--- src/rtl/dmahs_pkg.sv ---
package dmahs_pkg;

    typedef enum logic {
        DIR_TX = 1'b0,
        DIR_RX = 1'b1
    } dir_e;

    typedef struct packed {
        logic req;
    } chan_state_t;

    typedef struct packed {
        logic empty;
        logic full;
    } flags_t;

endpackage

--- src/rtl/dmahs_chan.sv ---
module dmahs_chan
    import dmahs_pkg::*;
#(
    parameter int   DEPTH = 16,
    parameter dir_e DIR   = DIR_TX,
    localparam int  CW    = $clog2(DEPTH + 1)
) (
    input  logic          clk,
    input  logic          rst_n,
    input  logic          en,
    input  logic [CW-1:0] fill,
    input  logic          ack,
    output logic          req,
    output logic          xfer
);

    chan_state_t st_d, st_q;
    logic        room;

    generate
        if (DIR == DIR_TX) begin : g_tx
            assign room = (fill < CW'(DEPTH));
        end else begin : g_rx
            assign room = (fill != '0);
        end
    endgenerate

    always_comb begin
        st_d     = st_q;
        st_d.req = en && room && !(st_q.req && ack);
    end

    always_ff @(posedge clk or negedge rst_n) begin
        if (!rst_n) st_q <= '0;
        else        st_q <= st_d;
    end

    assign req  = st_q.req;
    assign xfer = st_q.req && ack && en;

    assert_req_needs_room_R2_R3: assert property (@(posedge clk) disable iff (!rst_n)
        req |-> $past(en && room));
    assert_gap_after_xfer_R5: assert property (@(posedge clk) disable iff (!rst_n)
        xfer |=> !req);
    assert_disable_drops_R9: assert property (@(posedge clk) disable iff (!rst_n)
        !en |=> !req);
    assert_no_xfer_disabled_R6: assert property (@(posedge clk) disable iff (!rst_n)
        (!en || !req) |-> !xfer);

endmodule

--- src/rtl/dmahs_flags.sv ---
module dmahs_flags
    import dmahs_pkg::*;
#(
    parameter int  DEPTH = 16,
    localparam int CW    = $clog2(DEPTH + 1)
) (
    input  logic          clk,
    input  logic          rst_n,
    input  logic [CW-1:0] fill,
    output logic          empty,
    output logic          full
);

    flags_t fl_d, fl_q;
    logic   seen_q;

    always_comb begin
        fl_d       = fl_q;
        fl_d.empty = (fill == '0);
        fl_d.full  = (fill == CW'(DEPTH));
    end

    always_ff @(posedge clk or negedge rst_n) begin
        if (!rst_n) begin
            fl_q   <= '{empty: 1'b1, full: 1'b0};
            seen_q <= 1'b0;
        end else begin
            fl_q   <= fl_d;
            seen_q <= 1'b1;
        end
    end

    assign empty = fl_q.empty;
    assign full  = fl_q.full;

    assert_flags_exclusive_R8: assert property (@(posedge clk) disable iff (!rst_n)
        !(empty && full));
    assert_empty_tracks_R8: assert property (@(posedge clk) disable iff (!rst_n)
        seen_q |-> (empty == $past(fill == '0)));
    assert_full_tracks_R8: assert property (@(posedge clk) disable iff (!rst_n)
        seen_q |-> (full == $past(fill == CW'(DEPTH))));

endmodule

--- src/rtl/dmahs_ctrl.sv ---
module dmahs_ctrl
    import dmahs_pkg::*;
#(
    parameter int  DEPTH = 16,
    localparam int CW    = $clog2(DEPTH + 1)
) (
    input  logic          clk,
    input  logic          rst_n,
    input  logic          tx_dma_en,
    input  logic          rx_dma_en,
    input  logic [CW-1:0] tx_fill,
    input  logic [CW-1:0] rx_fill,
    input  logic          tx_ack,
    input  logic          rx_ack,
    output logic          tx_req,
    output logic          rx_req,
    output logic          tx_wr,
    output logic          rx_rd,
    output logic          tx_empty,
    output logic          tx_full,
    output logic          rx_empty,
    output logic          rx_full
);

    dmahs_chan #(.DEPTH(DEPTH), .DIR(DIR_TX)) u_tx_chan (
        .clk(clk), .rst_n(rst_n), .en(tx_dma_en), .fill(tx_fill),
        .ack(tx_ack), .req(tx_req), .xfer(tx_wr)
    );

    dmahs_chan #(.DEPTH(DEPTH), .DIR(DIR_RX)) u_rx_chan (
        .clk(clk), .rst_n(rst_n), .en(rx_dma_en), .fill(rx_fill),
        .ack(rx_ack), .req(rx_req), .xfer(rx_rd)
    );

    dmahs_flags #(.DEPTH(DEPTH)) u_tx_flags (
        .clk(clk), .rst_n(rst_n), .fill(tx_fill), .empty(tx_empty), .full(tx_full)
    );

    dmahs_flags #(.DEPTH(DEPTH)) u_rx_flags (
        .clk(clk), .rst_n(rst_n), .fill(rx_fill), .empty(rx_empty), .full(rx_full)
    );

    assert_wr_in_handshake_R4: assert property (@(posedge clk) disable iff (!rst_n)
        tx_wr |-> (tx_req && tx_ack));
    assert_rd_in_handshake_R4: assert property (@(posedge clk) disable iff (!rst_n)
        rx_rd |-> (rx_req && rx_ack));
    assert_no_wr_when_full_R2: assert property (@(posedge clk) disable iff (!rst_n)
        tx_wr |-> $past(tx_fill < CW'(DEPTH)));
    assert_no_rd_when_empty_R3: assert property (@(posedge clk) disable iff (!rst_n)
        rx_rd |-> $past(rx_fill != '0));

endmodule

--- config.mk ---
export PLATFORM = sky130hd
export DESIGN_NAME = dmahs_ctrl
export DESIGN_NICKNAME = d
export VERILOG_FILES = /design/src/rtl/dmahs_pkg.sv /design/src/rtl/dmahs_chan.sv /design/src/rtl/dmahs_flags.sv /design/src/rtl/dmahs_ctrl.sv
export SDC_FILE = /design/constraint.sdc
export NUM_CORES = 1
export LEC_CHECK = 0
export BUFFER_PORTS_ARGS = -buffer_cell sky130_fd_sc_hd__buf_2
export CAP_MARGIN = 20
export CORE_AREA = 5 5 42 44
export CTS_CLUSTER_SIZE = 12
export DETAILED_ROUTE_END_ITERATION = 12
export DIE_AREA = 0 0 47 49
export PLACE_DENSITY = 0.56
export SLEW_MARGIN = 0
export SYNTH_ARGS = -nofsm -noshare
export SYNTH_HDL_FRONTEND = slang
export SYNTH_SLANG_ARGS = --single-unit
--- constraint.sdc ---
create_clock -name clk -period 0.8 [get_ports clk]
set_input_delay 0 -clock clk [delete_from_list [all_inputs] [get_ports clk]]
set_output_delay 0 -clock clk [all_outputs]
set_load 0.01 [all_outputs]
==> results.yml, run 1 <==
status:
  status: "finished with violations"
  failed_checks: "hold timing, setup timing"
timing:
  finalCriticalPeriod_ns: 0.887
  whs_ns: -0.0231
  max_freq_ghz: 1.13
  worstMarginPinSlew_ns: 0.130
  finalSetupViolCount: 6
  hold_viol: 2
  fin_crit_sh_pct: 111
  rsz0062_at_grt: "yes"
  clock_skew_ns: 0
  slew_headroom_pct: 91.3
  slew_violations: 0
  finalSetupTns_ns: -0.398
  setup_ws_ns: -0.0868
yosys:
  synth.largest_area_cell: "dfrtp_1"
  synth-xor-area-share_pct: 0
  synthAdderAreaFrac_pct: 0
  ys_types: 9
  synth_top_family_by_area: "simple AND/OR/NAND/NOR gates"
  synth_compound_area_share_pct: 4.35
  synth_area_leaders: "dfrtp_1, dfstp_2, and3_1, nor2_1, or4_4"
  syn_inst: 20
  synthMuxAreaShare_pct: 0
  ys_seq_area_share_pct: 66.3
  synth_top_area_share_pct: 43.5
  synth-simple-area-share_pct: 26.1
  netlist_area_um2: 230
  postSynthNetCount: 36
  avgSynthCellArea_um2: 11.5
  synth-warning-count: 0
  ys_ff_latch: 6
power:
  p_leak_nw: 0.274
  ir_worst_vdd_v: 0.000520
  power.total_mw: 0.718
  power_per_cell_area_nw_per_um2: 1500
drt:
  routed_wl_um: 664
  ant_nets: 0
  drt_iter0_markers: 4
  routed-via-count: 271
  drtPass1Iterations: 4
  dr_wl_met2_um: 413
  dr_wl_met3_um: 30
  via_per_inst: 3.93
  m1WireLength_um: 204
  drc: 0
  routedWlPerCell_um: 9.62
  maxUsedRoutingLayer: "met4"
global_routing:
  overflow: 0
  grt_pass1_wl_um: 1080
  grt_max_degree: 7
  grt_pass1_vias: 289
  gr-usage-all-layers_pct: 6.80
  antenna_found_initial: 0
layout:
  fin_util_pct: 34.1
  final_common_cell: "buf_2"
  finalNetCount: 71
  drive_gt1_share_pct: 58.5
  final_cell_mix: "buf_2, dlygate4sd3_1, nor2_1, buf_6, dfrtp_1"
  stdcell_count: 69
  synthToLayoutAreaGrowth_pct: 108
  design_area_um2: 478
  diodes: 0
  fillCellCount: 165
clocking:
  htree_levels: 1
  clk_path_buf_depth: 2
  clkTransAtPathRegs_ns: 0.04
  cts_sinks: 6
  root_buffer: "clkbuf_4"
  numCtsBuffers: 3
  cts_tree: "built"
  clock_latency_ns: 0.24
  ctsHoldBuffers: 5
setup_path:
  cp-start-kind: "flip-flop"
  critPathRequiredTime_ns: 0.80
  critPathKind: "reg2out"
  end_kind: "output port"
  cp_max_fo: 2
  cp.arrival_ns: 0.89
place:
  place_inst: 59
  port_buffers: 23
  pre_cts_ws_ns: -0.164
  gp_congestion: 0.636
  dpl_cell_area_um2: 365
floorplanning:
  boundaryPins: 24
  die_w_um: 47
  core_region_area_um2: 1400
  start_util_pct: 16.4
  rows: 14
  die-area_um2: 2300
  die_h_um: 49
job:
  maxCapViolCount: 0
min_path:
  hp-class: "in2reg"
## worst max-delay path, stage by stage (launching register included)
cell and delay (ns):
dfrtp_1 0.37, and3_1 0.14, buf_2 0.13
## Yosys cell counts, drive strengths merged
library cell	instances
and3	3
dfrtp	4
dfstp	2
inv	2
nand2	2
nor2	4
o211a	1
or4	2
## state kept, by name, summed over array words and instances, names as in the netlist
| register | cells |
|---|---|
| u_rx_chan.req | 1 |
| u_tx_chan.req | 1 |
| u_rx_flags.full | 1 |
| u_rx_flags.empty | 1 |
| u_tx_flags.empty | 1 |
| u_tx_flags.full | 1 |
## power breakdown
group          leakage (nW)  switching [mW]  total, mW  internal, mW
sequential           0.0736         0.00418      0.320         0.316
combinational         0.187          0.0434      0.121        0.0774
clock                0.0138           0.107      0.277         0.170
## final timing paths
kind	start	to	slack, ns	depth (start not counted)
max in group asynchronous	rst_n	u_tx_flags.empty$_DFF_PN1_	0.48	2
hold / removal	tx_fill[0]	u_tx_flags.empty$_DFF_PN1_	-0.02	3
setup reg to reg	u_tx_chan.req$_DFF_PN0_	u_tx_chan.req$_DFF_PN0_	0.02	3
min in group asynchronous	rst_n	u_rx_flags.full$_DFF_PN0_	0.10	2
hold reg to reg	u_rx_chan.req$_DFF_PN0_	u_rx_chan.req$_DFF_PN0_	0.63	3
setup / recovery	u_rx_chan.req$_DFF_PN0_	rx_rd	-0.09	2
## layer usage
layer / GRT usage [%] / up-vias
met3: 2.58 / 2
met2: 11.3 / 8
met1: 5.37 / 127
li1: - / 134
met4: 6.91 / 0
met5: 0 / -
## timing repair
action                                  in CTS  in global routing
gates resized for setup                      3                  1
pin swaps                                    2                  1
endpoints found under the setup margin       4                  6
setup buffers                                1                  1
endpoints found under the hold margin       12                  1
## cell families (layout without fill, tap and decap cells)
logic type	after synthesis	in the layout
buffers and inverters	2	35
AOI/OAI and AO/OA	1	1
and+or+nand+nor	11	11
DFF	6	6
## layout make-up
cell class / instances / area [um2] / area share [%]
repair buffers: 30 / 205 / 42.9
well taps: 16 / 20.0 / 4.19
inverters: 2 / 7.51 / 1.57
clock buffers: 3 / 22.5 / 4.71
flip-flops and latches: 6 / 153 / 31.9
multi-input cells: 12 / 70.1 / 14.7
(Power assumes the default switching activity.)
==> run 2, diff against run 1 <==
--- a/config.mk
+++ b/config.mk
@@ -5,14 +5,15 @@
 export SDC_FILE = /design/constraint.sdc
 export NUM_CORES = 1
 export LEC_CHECK = 0
+export ABC_AREA = 1
 export BUFFER_PORTS_ARGS = -buffer_cell sky130_fd_sc_hd__buf_2
 export CAP_MARGIN = 20
 export CORE_AREA = 5 5 42 44
-export CTS_CLUSTER_SIZE = 12
 export DETAILED_ROUTE_END_ITERATION = 12
 export DIE_AREA = 0 0 47 49
-export PLACE_DENSITY = 0.56
+export PLACE_DENSITY = 0.6
 export SLEW_MARGIN = 0
 export SYNTH_ARGS = -nofsm -noshare
 export SYNTH_HDL_FRONTEND = slang
+export SYNTH_HIERARCHICAL = 1
 export SYNTH_SLANG_ARGS = --single-unit
==> results.yml, run 2 <==
global_routing:
  grt_max_degree: 7
  grt_pass1_vias: 307
  grt_pass1_wl_um: 1170
  overflow: 0
  gr-usage-all-layers_pct: 7.36
  antenna_found_initial: 0
yosys:
  syn_inst: 35
  synth-warning-count: 6
  synth-simple-area-share_pct: 29.8
  synthAdderAreaFrac_pct: 0
  avgSynthCellArea_um2: 7.79
  synth_common_cells: "nor2_1, inv_1, nand2_1"
  synth_area_leaders: "dfrtp_1, dfstp_2, nor2_1, inv_1, nand2_1"
  postSynthNetCount: 51
  ys_types: 8
  synth_compound_area_share_pct: 3.21
  synth.largest_area_cell: "dfrtp_1"
  ys_async_sr_fraction_pct: 100
  synthMuxAreaShare_pct: 0
  synth_top_family_by_area: "simple AND/OR/NAND/NOR gates"
  synth_ff_type: "dfrtp_1"
  synth.most_common_cell: "nor2_1"
  synth-edff-count: 0
  ys_seq_area_share_pct: 56.0
  ys_ff_latch: 6
  synth-xor-area-share_pct: 0
  synth_top_area_share_pct: 36.7
  netlist_area_um2: 273
timing:
  finalCriticalPeriod_ns: 0.852
  slew_headroom_pct: 90.6
  slew_violations: 0
  whs_ns: 0.00477
  fin_crit_sh_pct: 107
  max_freq_ghz: 1.17
  setup_ws_ns: -0.0522
  hold_viol: 0
  finalSetupViolCount: 4
  rsz0062_at_grt: "yes"
  clock_skew_ns: 0
  worstMarginPinSlew_ns: 0.141
power:
  ir_worst_vdd_v: 0.000422
  power_frac_clock_pct: 37.2
  power_per_cell_area_nw_per_um2: 1390
  power_frac_seq_pct: 44.2
  p_leak_nw: 0.310
  switching_share_pct: 22.5
  p_int_mw: 0.562
  netSwitchingPower_mw: 0.163
  comb_power_share_pct: 18.6
clocking:
  numCtsBuffers: 3
  clkTransAtPathRegs_ns: 0.05
  clk_path_buf_depth: 2
  cts_tree: "built"
  root_buffer: "clkbuf_4"
  clock_latency_ns: 0.23
  htree_levels: 1
  cts_sinks: 6
floorplanning:
  die_h_um: 49
  die-area_um2: 2300
  rows: 14
  core_region_area_um2: 1400
  die_w_um: 47
  boundaryPins: 24
  start_util_pct: 19.5
place:
  pre_cts_ws_ns: 0.119
  place_inst: 74
  gp_congestion: 0.600
  port_buffers: 23
  dpl_cell_area_um2: 408
min_path:
  hp-class: "in2reg"
  holdCritStartpoint: "tx_dma_en"
  hold_depth: 3
  hold_path_end: "u_tx_chan/req$_DFF_PN0_"
layout:
  final_cell_mix: "buf_2, nor2_1, inv_1"
  fillCellCount: 161
  final_common_cell: "buf_2"
  fin_util_pct: 37.3
  synthToLayoutAreaGrowth_pct: 91.7
  finalNetCount: 87
  drive_gt1_share_pct: 47.8
  diodes: 0
  design_area_um2: 523
  stdcell_count: 85
setup_path:
  cp.arrival_ns: 0.85
  reg2regPathDepth: 4
  r2r-end: "u_rx_chan/req$_DFF_PN0_"
  r2r-start: "u_rx_chan/req$_DFF_PN0_"
  critPathRequiredTime_ns: 0.80
  cp-start-kind: "flip-flop"
  end_kind: "output port"
  slowest_stage: "dfstp_2"
  path_cells: "buf_6"
  cp_slowest_stage_delay_ns: 0.52
  critPathKind: "reg2out"
  cp_max_fo: 1
  crit_buf_inv: 1
  r2r_slack_ns: 0.03
  cpLargestDelayFamily: "flip-flops"
drt:
  ant_nets: 0
  routed_wl_um: 741
  drc: 0
  routed-via-count: 319
  drtPass1Iterations: 4
  routedWlPerCell_um: 8.72
  drt_iter0_markers: 3
  via_per_inst: 3.75
status:
  failed_checks: "setup timing"
  status: "finished with violations"
job:
  maxCapViolCount: 0
-- run 2: cell types whose count changed after synthesis, sizes merged --
cell	delta
inv	+6
and3	-3
or4	-2
a21oi	+1
nand2	+4
o211a	-1
nand3	+1
nor2	+9
-- run 2: area by class of cell --
type	count	area (um2)	share of cell area, %
multi-input combinational	21	92.6	17.7
inverter	8	30.0	5.74
timing repair buffer	31	205	39.2
tap	16	20.0	3.83
sequential	6	153	29.2
clock buffer	3	22.5	4.31
-- run 2: repair_timing --
| action | CTS | global route |
|---|---|---|
| pin swaps | 2 | 1 |
| setup endpoints to repair | 4 | 5 |
| endpoints found under the hold margin | 10 | 0 |
| hold buffers | 7 | 0 |
| resized for setup | 2 | 1 |
| buffers inserted | 1 | 0 |
-- run 2: cell families after synthesis --
logic type             after synthesis
AOI/OAI and AO/OA                    1
buffers and inverters                8
and+or+nand+nor                     20
DFF                                  6
-- run 2: worst max path at each step --
| stage | from | to | depth (start not counted) |
|---|---|---|---|
| after floorplan | u_rx_chan/req$_DFF_PN0_ | u_rx_chan/req$_DFF_PN0_ | 3 |
| after global placement | u_rx_chan/req$_DFF_PN0_ | u_rx_chan/req$_DFF_PN0_ | 3 |
| after detailed placement | u_rx_chan/req$_DFF_PN0_ | u_rx_chan/req$_DFF_PN0_ | 3 |
| after CTS | u_tx_flags/empty$_DFF_PN1_ | tx_empty | 1 |
| after global routing | u_tx_chan/req$_DFF_PN0_ | tx_wr | 3 |
| final | u_tx_flags/empty$_DFF_PN1_ | tx_empty | 1 |
-- run 2: power groups by stage --
stage               Clock [mW]  Combinational (mW)  Sequential [mW]
global route             0.308               0.150            0.322
finish                   0.270               0.135            0.321
global placement             0              0.0992            0.325
floorplan                    0              0.0320            0.331
CTS                      0.282               0.135            0.320
detailed placement           0               0.101            0.325
-- run 2: routing by layer --
| metal | GRT usage [%] | vias up | wire length [um] |
|---|---|---|---|
| li1 | - | 168 | - |
| met1 | 6.25 | 138 | 250 |
| met2 | 12.4 | 13 | 403 |
| met3 | 4.43 | 0 | 87 |
| met4 | 4.15 | 0 | 0 |
| met5 | 0 | - | 0 |
-- run 2: per-stage QoR --
stage	setup TNS, ns	power (mW)
after CTS	-0.217	0.738
after detailed placement	0	0.427
after global routing	-0.386	0.780
final	-0.164	0.726
after floorplan	0	0.363
after global placement	0	0.424
==> run 3, diff against run 2 <==
--- a/config.mk
+++ b/config.mk
@@ -8,10 +8,14 @@
 export ABC_AREA = 1
 export BUFFER_PORTS_ARGS = -buffer_cell sky130_fd_sc_hd__buf_2
 export CAP_MARGIN = 20
-export CORE_AREA = 5 5 42 44
+export CELL_PAD_IN_SITES_DETAIL_PLACEMENT = 1
+export CELL_PAD_IN_SITES_GLOBAL_PLACEMENT = 1
+export CORE_MARGIN = 5
+export CORE_UTILIZATION = 21
+export CTS_BUF_LIST = sky130_fd_sc_hd__clkbuf_8 sky130_fd_sc_hd__clkbuf_16
+export CTS_CLUSTER_SIZE = 10
 export DETAILED_ROUTE_END_ITERATION = 12
-export DIE_AREA = 0 0 47 49
-export PLACE_DENSITY = 0.6
+export PLACE_DENSITY = 0.81
 export SLEW_MARGIN = 0
 export SYNTH_ARGS = -nofsm -noshare
 export SYNTH_HDL_FRONTEND = slang
==> results.yml, run 3 (synthesis results as in run 2) <==
min_path:
  hp-class: "in2reg"
  holdCritStartpoint: "tx_fill[1]"
status:
  failed_checks: "hold timing, setup timing"
  status: "finished with violations"
global_routing:
  grt_max_degree: 7
  grt_pass1_vias: 324
  grt_pass1_wl_um: 1240
  antenna_found_initial: 0
  overflow: 0
  gr-usage-all-layers_pct: 8.97
setup_path:
  end_kind: "output port"
  cp-start-kind: "flip-flop"
  critPathRequiredTime_ns: 0.80
  cp_slowest_stage_delay_ns: 0.36
  r2r-start: "u_rx_chan/req$_DFF_PN0_"
  startpoint: "u_rx_chan/req$_DFF_PN0_"
  cp_max_fo: 3
  cp.arrival_ns: 0.84
  slowest_stage: "dfrtp_1"
  path_cells: "nand2_1 > nor2_1 > buf_2"
  critPathKind: "reg2out"
clocking:
  clock_latency_ns: 0.22
  htree_levels: 1
  root_buffer: "clkbuf_8"
  numCtsBuffers: 3
  cts_tree: "built"
  cts_sinks: 6
  clkTransAtPathRegs_ns: 0.04
  clk_path_buf_depth: 2
place:
  port_buffers: 23
  place_inst: 73
  place_hpwl_um: 649
  gp_congestion: 0.587
  pre_cts_ws_ns: 0.103
drt:
  routedWlPerCell_um: 10.3
  drt_iter0_markers: 0
  routed-via-count: 322
  routed_wl_um: 841
  ant_nets: 0
  drtPass1Iterations: 1
  drc: 0
  via_per_inst: 3.93
layout:
  drive_gt1_share_pct: 50.7
  synthToLayoutAreaGrowth_pct: 89.9
  final_common_cell: "buf_2"
  fillCellCount: 169
  diodes: 0
  stdcell_count: 82
  fin_util_pct: 40.8
  finalNetCount: 85
  final_cell_mix: "buf_2, nor2_1, inv_1"
power:
  switching_share_pct: 21.0
  p_int_mw: 0.710
  ir_worst_vdd_v: 0.000568
  comb_power_share_pct: 14.3
  power.total_mw: 0.899
  netSwitchingPower_mw: 0.189
  power_frac_clock_pct: 49.9
  power_per_cell_area_nw_per_um2: 1730
  p_leak_nw: 0.310
  power_frac_seq_pct: 35.8
timing:
  fin_crit_sh_pct: 105
  rsz0062_at_grt: "yes"
  worstMarginPinSlew_ns: 0.131
  whs_ns: -0.000193
  max_freq_ghz: 1.19
  finalSetupViolCount: 4
  finalSetupTns_ns: -0.122
  clock_skew_ns: 0
  slew_violations: 0
  finalCriticalPeriod_ns: 0.839
  hold_viol: 1
  slew_headroom_pct: 91.3
  setup_ws_ns: -0.0394
floorplanning:
  die-area_um2: 2120
  rows: 13
  boundaryPins: 24
  die_w_um: 46.0
  core_region_area_um2: 1270
  start_util_pct: 21.5
  die_h_um: 46.0
job:
  maxCapViolCount: 0
## run 3: through the flow
| stage | cell area (um2) | hold WS (ns) |
|---|---|---|
| global route | 518 | 0.0185 |
| floorplan | 273 | -0.296 |
| finish | 518 | -0.000193 |
| global placement | 407 | -0.173 |
| CTS | 515 | 0.00229 |
| detailed placement | 407 | -0.174 |
## run 3: worst max-delay path: cells and delay by family, from the launching register on
kind	cells	cell delay, ns
flip-flops	1	0.36
AND/OR/NAND/NOR	2	0.13
buffers and inverters	1	0.13
## run 3: area by class of cell
| type | count | area, um2 | share of cell area [%] |
|---|---|---|---|
| Tap cell | 15 | 18.8 | 3.62 |
| Multi-Input combinational cell | 21 | 92.6 | 17.9 |
| Sequential cell | 6 | 153 | 29.5 |
| Timing Repair Buffer | 29 | 183 | 35.3 |
| Inverter | 8 | 30.0 | 5.80 |
| Clock buffer | 3 | 41.3 | 7.97 |
## run 3: power by group through the flow
stage,Clock (mW),Combinational [mW],Sequential [mW]
after floorplan,0,0.0320,0.331
after global placement,0,0.0991,0.325
after detailed placement,0,0.103,0.326
after CTS,0.455,0.130,0.322
after global routing,0.466,0.142,0.324
final,0.448,0.128,0.322
## run 3: what timing repair did
item | CTS | global route
hold buffers | 4 | 0
endpoints found under the setup margin | 4 | 5
gates resized for setup | 2 | 1
endpoints found under the hold margin | 8 | 0
buffers inserted | 2 | 0
pin swaps | 3 | 1
## run 3: final timing paths
check,end,slack [ns],depth (start not counted)
max,rx_rd,-0.04,3
min reg2reg,u_tx_chan/req$_DFF_PN0_,0.63,4
min,u_tx_flags/empty$_DFF_PN1_,-0.0002,4
max reg2reg,u_rx_chan/req$_DFF_PN0_,0.01,4
max in group asynchronous,u_rx_flags/empty$_DFF_PN1_,0.44,2
min in group asynchronous,u_tx_chan/req$_DFF_PN0_,0.14,2
## run 3: per-layer routing
layer  track usage [%]  vias to the layer above  part of all wire [%]
li1                  -                      163                     -
met1              7.62                      144                    35
met2              14.8                       13                    52
met3              5.53                        2                    12
met4              6.82                        0                  0.71
met5                 0                        -                     0
